### src/rtl/gpio_port_pkg.sv
package gpio_port_pkg;
  typedef enum logic {
    SEL_DATA = 1'b0,
    SEL_DIR  = 1'b1
  } reg_sel_e;

  // Bus control lines on the low pins: 0 = ALE, 1 = OE_n, 2 = WR_n
  localparam int unsigned NUM_BUS_CTL = 3;
endpackage

### src/rtl/gpio_port_regs.sv
module gpio_port_regs
  import gpio_port_pkg::*;
#(
  parameter int unsigned PORT_W = 4
) (
  input  logic              clk,
  input  logic              rst_n,
  input  logic              wr_en,
  input  reg_sel_e          sel,
  input  logic [PORT_W-1:0] wdata,
  output logic [PORT_W-1:0] latch_q,
  output logic [PORT_W-1:0] dir_q
);
  always_ff @(posedge clk) begin
    if (!rst_n) begin
      latch_q <= '0;
      dir_q   <= '1;
    end else if (wr_en) begin
      if (sel == SEL_DIR) dir_q   <= wdata;
      else                latch_q <= wdata;
    end
  end

  assert_dir_load_R3: assert property (@(posedge clk) disable iff (!rst_n)
    (wr_en && sel == SEL_DIR) |=> (dir_q == $past(wdata) && $stable(latch_q)));

  assert_data_keeps_dir_R2: assert property (@(posedge clk) disable iff (!rst_n)
    (wr_en && sel == SEL_DATA) |=> (latch_q == $past(wdata) && $stable(dir_q)));

  assert_idle_hold_R2: assert property (@(posedge clk) disable iff (!rst_n)
    !wr_en |=> ($stable(dir_q) && $stable(latch_q)));
endmodule

### src/rtl/gpio_pin_mux.sv
module gpio_pin_mux
  import gpio_port_pkg::*;
#(
  parameter int unsigned PORT_W = 4
) (
  input  logic                   bus_mode,
  input  logic [NUM_BUS_CTL-1:0] bus_ctl,
  input  logic [PORT_W-1:0]      latch_q,
  input  logic [PORT_W-1:0]      dir_q,
  output logic [PORT_W-1:0]      pin_out,
  output logic [PORT_W-1:0]      pin_oe
);
  for (genvar n = 0; n < PORT_W; n++) begin : g_pin
    if (n < NUM_BUS_CTL) begin : g_shared
      always_comb begin
        if (bus_mode) begin
          pin_out[n] = bus_ctl[n];
          pin_oe[n]  = 1'b1;
        end else begin
          pin_out[n] = latch_q[n];
          pin_oe[n]  = ~dir_q[n];
        end
      end
    end else begin : g_plain
      assign pin_out[n] = latch_q[n];
      assign pin_oe[n]  = ~dir_q[n];
    end
  end
endmodule

### src/rtl/gpio_read_mux.sv
module gpio_read_mux
  import gpio_port_pkg::*;
#(
  parameter int unsigned PORT_W = 4,
  parameter int unsigned REG_W  = 8
) (
  input  logic              clk,
  input  logic              rst_n,
  input  logic              rd_en,
  input  reg_sel_e          sel,
  input  logic [PORT_W-1:0] pin_in,
  input  logic [PORT_W-1:0] dir_q,
  output logic [REG_W-1:0]  rdata
);
  localparam int unsigned PAD_W = REG_W - PORT_W;

  logic [PORT_W-1:0] pick;

  always_comb begin
    pick  = (sel == SEL_DIR) ? dir_q : pin_in;
    rdata = rd_en ? {{PAD_W{1'b0}}, pick} : '0;
  end

  assert_upper_zero_R6: assert property (@(posedge clk) disable iff (!rst_n)
    rdata[REG_W-1:PORT_W] == '0);

  assert_idle_read_R10: assert property (@(posedge clk) disable iff (!rst_n)
    !rd_en |-> rdata == '0);
endmodule

### src/rtl/gpio_busmux_port.sv
module gpio_busmux_port
  import gpio_port_pkg::*;
#(
  parameter int unsigned PORT_W = 4,
  parameter int unsigned REG_W  = 8
) (
  input  logic              clk,
  input  logic              rst_n,
  input  logic              bus_mode,
  input  logic              reg_addr,
  input  logic              reg_wr,
  input  logic              reg_rd,
  input  logic [REG_W-1:0]  reg_wdata,
  output logic [REG_W-1:0]  reg_rdata,
  input  logic              bus_ale,
  input  logic              bus_oe_n,
  input  logic              bus_wr_n,
  input  logic [PORT_W-1:0] pin_in,
  output logic [PORT_W-1:0] pin_out,
  output logic [PORT_W-1:0] pin_oe
);
  reg_sel_e                 sel;
  logic [PORT_W-1:0]        latch_q;
  logic [PORT_W-1:0]        dir_q;
  logic [NUM_BUS_CTL-1:0]   bus_ctl;
  logic                     unused_wdata_hi;

  assign sel             = reg_sel_e'(reg_addr);
  assign bus_ctl         = {bus_wr_n, bus_oe_n, bus_ale};
  assign unused_wdata_hi = ^reg_wdata[REG_W-1:PORT_W];

  gpio_port_regs #(.PORT_W(PORT_W)) u_regs (
    .clk     (clk),
    .rst_n   (rst_n),
    .wr_en   (reg_wr),
    .sel     (sel),
    .wdata   (reg_wdata[PORT_W-1:0]),
    .latch_q (latch_q),
    .dir_q   (dir_q)
  );

  gpio_pin_mux #(.PORT_W(PORT_W)) u_mux (
    .bus_mode (bus_mode),
    .bus_ctl  (bus_ctl),
    .latch_q  (latch_q),
    .dir_q    (dir_q),
    .pin_out  (pin_out),
    .pin_oe   (pin_oe)
  );

  gpio_read_mux #(.PORT_W(PORT_W), .REG_W(REG_W)) u_rd (
    .clk    (clk),
    .rst_n  (rst_n),
    .rd_en  (reg_rd),
    .sel    (sel),
    .pin_in (pin_in),
    .dir_q  (dir_q),
    .rdata  (reg_rdata)
  );

  assert_bus_pins_R7: assert property (@(posedge clk) disable iff (!rst_n)
    bus_mode |-> (pin_oe[NUM_BUS_CTL-1:0] == '1 &&
                  pin_out[0] == bus_ale && pin_out[1] == bus_oe_n &&
                  pin_out[2] == bus_wr_n));

  assert_top_pin_R8: assert property (@(posedge clk) disable iff (!rst_n)
    (reg_wr && sel == SEL_DIR) |=> pin_oe[PORT_W-1] == ~$past(reg_wdata[PORT_W-1]));

  assert_data_readback_R5: assert property (@(posedge clk) disable iff (!rst_n)
    (reg_rd && sel == SEL_DATA) |-> reg_rdata[PORT_W-1:0] == pin_in);
endmodule

### config.mk
export PLATFORM = sky130hd
export DESIGN_NAME = gpio_busmux_port
export DESIGN_NICKNAME = d
export VERILOG_FILES = /design/src/rtl/gpio_port_pkg.sv /design/src/rtl/gpio_port_regs.sv /design/src/rtl/gpio_pin_mux.sv /design/src/rtl/gpio_read_mux.sv /design/src/rtl/gpio_busmux_port.sv
export SDC_FILE = /design/constraint.sdc
export NUM_CORES = 1
export LEC_CHECK = 0
export ABC_AREA = 1
export CAP_MARGIN = 40
export CORE_MARGIN = 2
export CORE_UTILIZATION = 30
export CTS_BUF_LIST = sky130_fd_sc_hd__clkbuf_8
export DETAILED_ROUTE_END_ITERATION = 12
export DONT_BUFFER_PORTS = 1
export GPL_TIMING_DRIVEN = 1
export SKIP_LAST_GASP = 1
export SLEW_MARGIN = 20
export SYNTH_ARGS = -nofsm -noshare
export SYNTH_HDL_FRONTEND = slang
export SYNTH_SLANG_ARGS = --single-unit
### constraint.sdc
create_clock -name clk -period 0.8 [get_ports clk]
set_clock_uncertainty 0.05 [all_clocks]
set_input_delay 0.04 -clock clk [delete_from_list [all_inputs] [get_ports clk]]
set_output_delay 0.04 -clock clk [all_outputs]
set_load 0.02 [all_outputs]
=== Yosys cells after proc, flatten, opt, wreduce, memory -nomap -nowiden ===
Cells that the tools add are included.

* Register bits after elaboration: 8
* Memory bits (writable): 0
* Memories kept: 0
* Output and inout bits: 16
* Bits in read-only memories: 0
* Input port bits: 21
* Latch bits: 0

* Divide/modulo/power cells: 0
* Equal/unequal tests: 0
* Reductions and logical operators: 2
* Bitwise gates (word level): 5
* Shifts and indexed selects: 0
* Multiply operators: 0
* Mux-type cells: 8
* $add $sub $neg: 0
* $lt $le $gt $ge: 0

{| class="wikitable"
|+ Operators with widths
! cell !! count
|-
| 4-bit 2-to-1 mux || 2
|-
| 1-bit 2-to-1 mux || 6
|-
| 1-bit inverter || 5
|-
| 2-bit AND reduction || 2
|}

=== Longest topological paths before layout ===
Gate-level depths: netlist of the first run.

* Depth in word-level cells: 2
* Mapped depth: 4
* Mapped depth without buffers: 4

=== By module ===
From an unflattened synthesis of the first run, not the netlist that was laid out.

* Cells, all modules: 87
* Area total of the unflattened synthesis: 504.2 sq um

{| class="wikitable"
|+ By module, submodules not included
! module !! area each (sq um) !! times used !! cells each !! seq. area each (sq um)
|-
| gpio_port_regs || 324.1 || 1 || 46 || 160.2
|-
| gpio_read_mux || 120.1 || 1 || 26 || 0.0
|-
| gpio_pin_mux || 60.1 || 1 || 15 || 0.0
|}

=== Worst setup path after synthesis of the first run ===
OpenSTA, ideal clock, no wires.

* Path type: reg-to-output
* From: register u_regs.dir_q[3]
* To: output reg_rdata[3]
* Buffers on the path: 0
* Stages on the path, launching flop included: 3
* Data arrival time: 0.785 ns
* Data required time: 0.710 ns
* Setup slack: -0.075 ns
* Path through: dfxtp_1 inv_1 a21oi_1

* Word-level cells in the longest chain between the ends: 2

{| class="wikitable"
|+ RTL lines
! what !! line !! text
|-
| start: declaration || gpio_port_regs.sv:12 || <nowiki>output logic [PORT_W-1:0] dir_q</nowiki>
|-
| start signal: assignment || gpio_port_regs.sv:19 || <nowiki>if (sel == SEL_DIR) dir_q <= wdata;</nowiki>
|-
| 4-bit 2-to-1 mux || gpio_read_mux.sv:20 || <nowiki>pick = (sel == SEL_DIR) ? dir_q : pin_in;</nowiki>
|-
| 4-bit 2-to-1 mux || gpio_read_mux.sv:21 || <nowiki>rdata = rd_en ? {{PAD_W{1'b0}}, pick} : '0;</nowiki>
|-
| end: declaration || gpio_busmux_port.sv:14 || <nowiki>output logic [REG_W-1:0] reg_rdata,</nowiki>
|}

Every way passes these cells.

=== Final worst setup path of the first run ===
* From: register u_regs.dir_q[1]
* To: output reg_rdata[1]

The elaborated chain is that of the path after synthesis.

==> reports/results.ini, run 1 <==
[run_status]
status=finished with violations
violations=hold timing, setup timing

[sta]
finalSetupViolCount=8
setup_tns_ns=-0.577
hold_violations=6
fin_crit_sh_pct=120
rsz0062_at_grt=yes
whs_ns=-0.0437
fin_ws_ns=-0.161
drv_slew=0
fmax_mhz=1040
layout_min_cycle_time_ns=0.961

[critical_path]
cp_num_buf_inv=1
crit_arrival_ns=0.87
worstPathCellList=nor2_2 > nor2_1 > buf_4
cp-start-kind=flop
timing.rr.end=u_regs.dir_q[2]
critPathTopFamily=flip-flops
rr_worst_depth=2
crit_type=reg2out
worst-path-max-fanout=3
r2r-start=u_regs.dir_q[2]
endpoint_kind=output port
crit_start=u_regs.dir_q[1]
cpPeakStageDelay_ns=0.33
worstPathRequired_ns=0.71
rrSetupSlack_ns=0.17
cpMaxStageDelayCell=dfxtp_2

[global_route]
grt-ovfl-total=0
use_met3_pct=3.83
grt_pass1_wl_mm=1.70
antenna_found_initial=0
grt_usage_pct=12.4
met1_usage_pct=14.9
gr-usage-met2_pct=18.2
grt.busiest_layer=met2
grt_pass1_vias=396
grt_max_degree=9

[drt]
drt_pass1_iterations=4
via_per_inst=4.56
routed_wl_mm=1.09
drt-initial-drc-count=11
wire_per_inst_um=10.3
drc=0
antenna_left=0
vias=479

[floorplan]
num_rows=14
die_y_um=43.3
io_pins=37
dieArea_mm2=0.00187
start_util_pct=31.5
die_w_um=43.3
core-area_mm2=0.00147

[clock_network]
cts_sinks=8
cts_buffers=3
h-tree-depth=1
cts_hold_buf=8
post-cts-setup-buffers=0
clk_pin_slew_ns=0.04
cts_buffer_depth=2
clock_latency_ns=0.23
root_buffer=clkbuf_8
cts_tree=built

[finish]
n_antenna_cell=0
layout-drive-gt1-share_pct=37.1
syn2layout_area_growth_pct=45.7
final_nets=112
fill_cells=157
layout_commonest_cell=nand2_1
final_cell_mix=nand2_1 (15), nor2_1 (11), nand3_1 (8)
stdcell_count=105

[placement]
routabilityCongestion=0.719
detailedPlacementHpwl_um=737
port-buffer-count=0
placed_cells=95

[logic_synthesis]
yosysWarningCount=0
syn_area_per_cell_um2=6.01
synth_area_um2=463
netlist_instances=77
ys_seq_elements=8
synth_seq_area_share_pct=34.6
yosysUniqueCellTypes=13

[min_path]
min_to=u_regs.latch_q[1]
hp-start=reg_addr
min_path_cells=3
hp-class=in2reg

[power]
total_leakage_power_uw=0.000358
ir_drop_mv=0.905
p_per_area_mw_per_mm2=1810

[job]
cap_violations=0

-- routing by layer --
| layer | vias up | part of all wire (%) |
|---|---|---|
| met5 | - | 0 |
| met4 | 0 | 2.7 |
| met3 | 6 | 6.8 |
| met2 | 15 | 51 |
| met1 | 210 | 39 |
| li1 | 248 | - |
-- tightest hold or removal path: stages --
cell    delay, ns
nor2_2       0.03
nor2_1       0.08
nor2_1       0.05
-- worst max path at each step --
stage                        end  slack [ns]  depth (start not counted)
floorplan           reg_rdata[3]        0.02                          2
global placement    reg_rdata[1]        0.08                          3
detailed placement  reg_rdata[1]        0.08                          3
CTS                 reg_rdata[1]       -0.14                          3
global route        reg_rdata[2]       -0.21                          3
finish              reg_rdata[1]       -0.16                          3
-- cell usage after synthesis --
cell type	number	area, um^2
a21oi_1	1	5.00
buf_4	5	37.5
clkbuf_4	1	7.51
conb_1	1	3.75
dfxtp_1	8	160
inv_1	7	26.3
inv_2	2	7.51
nand2_1	24	90.1
nand2_2	1	6.26
nand3_1	8	40.0
nor2_1	14	52.6
nor2_2	1	6.26
o21ai_0	4	20.0
-- power breakdown --
group          internal, uW  leakage, uW  switching [uW]
Clock                   326    0.0000216             157
Combinational           106     0.000271             175
Sequential              433    0.0000659            20.5
Total                   864     0.000358             353
-- layout make-up --
class,instances,area [um^2],share of cell area [%]
well taps,16,20.0,2.97
multi-input cells,57,292,43.2
inverters,9,33.8,5.01
repair buffers,12,119,17.6
clock buffers,3,41.3,6.12
flip-flops and latches,8,169,25.0
-- sequential cells by signal (all words and copies together), names as in the netlist --
signal	cells
u_regs.dir_q	4
u_regs.latch_q	4
-- repair_timing --
action | CTS | global route
gates resized for setup | 21 | 7
hold endpoints to repair | 8 | 3
pin swaps | 10 | 7
setup endpoints to repair | 11 | 17
-- stage by stage --
step	power [uW]	cell area [um^2]	util (%)	setup WS [ns]	hold slack, ns
2_1_floorplan	642	478	-	0.0231	0.103
3_3_place_gp	659	490	33.3	0.0828	0.0761
3_5_place_dp	661	490	33.3	0.0813	0.0794
4_1_cts	1230	667	45.3	-0.137	-0.0477
5_1_grt	1280	674	45.8	-0.212	-0.0197
6_report	1220	674	45.8	-0.161	-0.0437
-- cell families (layout without fill, tap and decap cells) --
| logic type | Yosys count | in the layout | synth area share [%] |
|---|---|---|---|
| simple gates | 48 | 48 | 42.2 |
| buf+inv | 15 | 24 | 17.0 |
| flops | 8 | 8 | 34.6 |
| compound gates | 5 | 5 | 5.40 |
| other cells | 1 | 4 | 0.810 |
Power figures use the tool's default switching activity.
==> run 2: changes to the inputs <==
--- a/config.mk
+++ b/config.mk
@@ -7,12 +7,12 @@
 export LEC_CHECK = 0
 export ABC_AREA = 1
 export CAP_MARGIN = 40
-export CORE_MARGIN = 2
 export CORE_UTILIZATION = 30
 export CTS_BUF_LIST = sky130_fd_sc_hd__clkbuf_8
 export DETAILED_ROUTE_END_ITERATION = 12
 export DONT_BUFFER_PORTS = 1
 export GPL_TIMING_DRIVEN = 1
+export MAX_ROUTING_LAYER = met4
 export SKIP_LAST_GASP = 1
 export SLEW_MARGIN = 20
 export SYNTH_ARGS = -nofsm -noshare
==> reports/results.ini, run 2 (synthesized netlist as in run 1, its figures left out) <==
[finish]
final_cell_mix=nand2_1 (15), nor2_1 (12), nand3_1 (8), dfxtp_2 (8)
final_nets=117  ; +4.5%
design_area_um2=733  ; +8.7%
syn2layout_area_growth_pct=58.4
largestRegisters=u_regs.dir_q (4), u_regs.latch_q (4)
layout-drive-gt1-share_pct=37.2  ; +0.16 points
layout_commonest_cell=nand2_1
n_antenna_cell=0  ; unchanged

[placement]
detailedPlacementHpwl_um=794  ; +7.7%
dpl_cell_area_um2=489  ; -0.26%
preCtsSetupSlack_ns=0.0406  ; -0.0407 ns
port-buffer-count=0  ; unchanged
routabilityCongestion=0.728  ; +1.2%

[global_route]
grt-ovfl-total=0  ; unchanged
grt_pass1_wl_mm=1.88  ; +11%
grt_usage_pct=18.8  ; +6.4 points
antenna_found_initial=0  ; unchanged
grt_max_degree=9  ; unchanged
grt_pass1_vias=450  ; +14%

[min_path]
hp-class=in2reg
min_to=u_regs.latch_q[3]
min_path_cells=3  ; unchanged
hp-start=reg_addr

[power]
p_per_area_mw_per_mm2=1710  ; -5.5%
fin_total_pwr_uw=1250  ; +2.7%
seqPwrFrac_pct=36.3  ; -1.0 points
power_frac_comb_pct=25.0  ; +1.9 points
total_leakage_power_uw=0.000414  ; +16%
ir_drop_mv=1.44  ; +59%
pwr-share-clk_pct=38.7  ; -1.0 points
switchingPower_uw=363  ; +2.6%
switching_share_pct=29.0  ; about the same
p_int_uw=888  ; +2.7%

[sta]
fmax_mhz=1020  ; -2.0%
whs_ns=-0.0344  ; +0.00931 ns
rsz0062_at_grt=yes
hold_violations=4  ; -2
fin_crit_sh_pct=123  ; +2.5 points
fin_ws_ns=-0.181  ; -0.0200 ns
layout_min_cycle_time_ns=0.981  ; +0.0200 ns
finalSetupViolCount=10  ; +2
drv_slew=0  ; unchanged

[clock_network]
cts_buffers=3  ; unchanged
cts_sinks=8  ; unchanged
root_buffer=clkbuf_8
clock_latency_ns=0.23  ; about the same
cts_buffer_depth=2  ; unchanged
cts_hold_buf=11  ; +3
cts_tree=built
clk_pin_slew_ns=0.04  ; about the same
h-tree-depth=1  ; unchanged

[critical_path]
worstPathRequired_ns=0.71  ; about the same
r2r-start=u_regs.dir_q[1]
cpMaxStageDelayCell=dfxtp_2
timing.rr.end=u_regs.dir_q[1]
crit_start=u_regs.dir_q[2]
rrSetupSlack_ns=0.04  ; -0.13 ns
critical_path_depth=3  ; unchanged
worstPathCellList=nor2_2 > nor2_1 > buf_4
crit_type=reg2out
crit_arrival_ns=0.89  ; +0.02 ns
rr_worst_depth=3  ; +1
worst-path-max-fanout=3  ; unchanged
critPathTopFamily=flip-flops
cp_num_buf_inv=1  ; unchanged
cp-start-kind=flop
cpPeakStageDelay_ns=0.34  ; about the same
endpoint_kind=output port

[floorplan]
start_util_pct=33.9  ; +2.4 points
num_rows=13  ; -1
die_w_um=41.3  ; -4.6%
core-area_mm2=0.00137  ; -7.1%
die_y_um=41.3  ; -4.6%
io_pins=37  ; unchanged
dieArea_mm2=0.00170  ; -9.0%

[drt]
routed_wl_mm=1.17  ; +8.0%
drt_pass1_iterations=4  ; unchanged
vias=507  ; +5.8%
drc=0  ; unchanged
drt-initial-drc-count=7  ; -4
via_per_inst=4.65  ; +2.0%
wire_per_inst_um=10.8  ; +4.0%
antenna_left=0  ; unchanged

[run_status]
status=finished with violations
violations=hold timing, setup timing

[job]
cap_violations=0  ; unchanged

==> run 2: how the worst max path moves through the flow <==
| stage | end |
|---|---|
| 2_1_floorplan | reg_rdata[3] |
| 3_3_place_gp | reg_rdata[1] |
| 3_5_place_dp | reg_rdata[1] |
| 4_1_cts | reg_rdata[1] |
| 5_1_grt | reg_rdata[2] |
| 6_report | reg_rdata[2] |
==> run 2: what timing repair did <==
| action | 4_1_cts | 5_1_grt |
|---|---|---|
| pin swaps | 8 | 8 |
| gates resized for setup | 20 | 13 |
| setup buffers | 0 | 2 |
| gates cloned | 0 | 0 |
| endpoints found under the setup margin | 11 | 19 |
| hold endpoints to repair | 8 | 2 |
==> run 2: final cells by class <==
type | count | area [um^2]
inverter | 9 | 33.8
clock buffer | 3 | 41.3
tap | 15 | 18.8
timing repair buffer | 17 | 175
sequential | 8 | 170
multi-input combinational | 57 | 294
fill | 148 | 633
==> run 2: through the flow <==
stage          setup TNS [ns]  util [%]  hold WS [ns]  std cells
5_1_grt                 -1.18      53.7      -0.00913        109
2_1_floorplan               0         -         0.103         80
3_3_place_gp                0      35.8        0.0758         94
6_report               -0.723      53.7       -0.0344        109
3_5_place_dp                0      35.8        0.0791         94
4_1_cts                -0.696      50.7       -0.0291        108
==> run 2: power by group through the flow <==
stage               registers, uW  clock network, uW  logic [uW]
global placement              451                  0         208
global route                  457                521         349
detailed placement            452                  0         211
finish                        454                484         312
floorplan                     446                  0         196
CTS                           453                498         287
==> run 2: worst register-to-register path, delay by kind of cell (launching register included) <==
family	cells	cell delay [ns]
simple gates	2	0.12
buf+inv	1	0.14
flops	1	0.31
==> run 2: layer usage <==
layer / wire length [um] / up-vias / global-route usage [%] / part of all wire [%]
met4: 10 / 0 / 4.84 / 0.85
li1: - / 259 / - / -
met5: 0 / - / - / 0
met3: 89 / 2 / 9.78 / 7.6
met1: 453 / 225 / 17.9 / 39
met2: 619 / 21 / 33.2 / 53
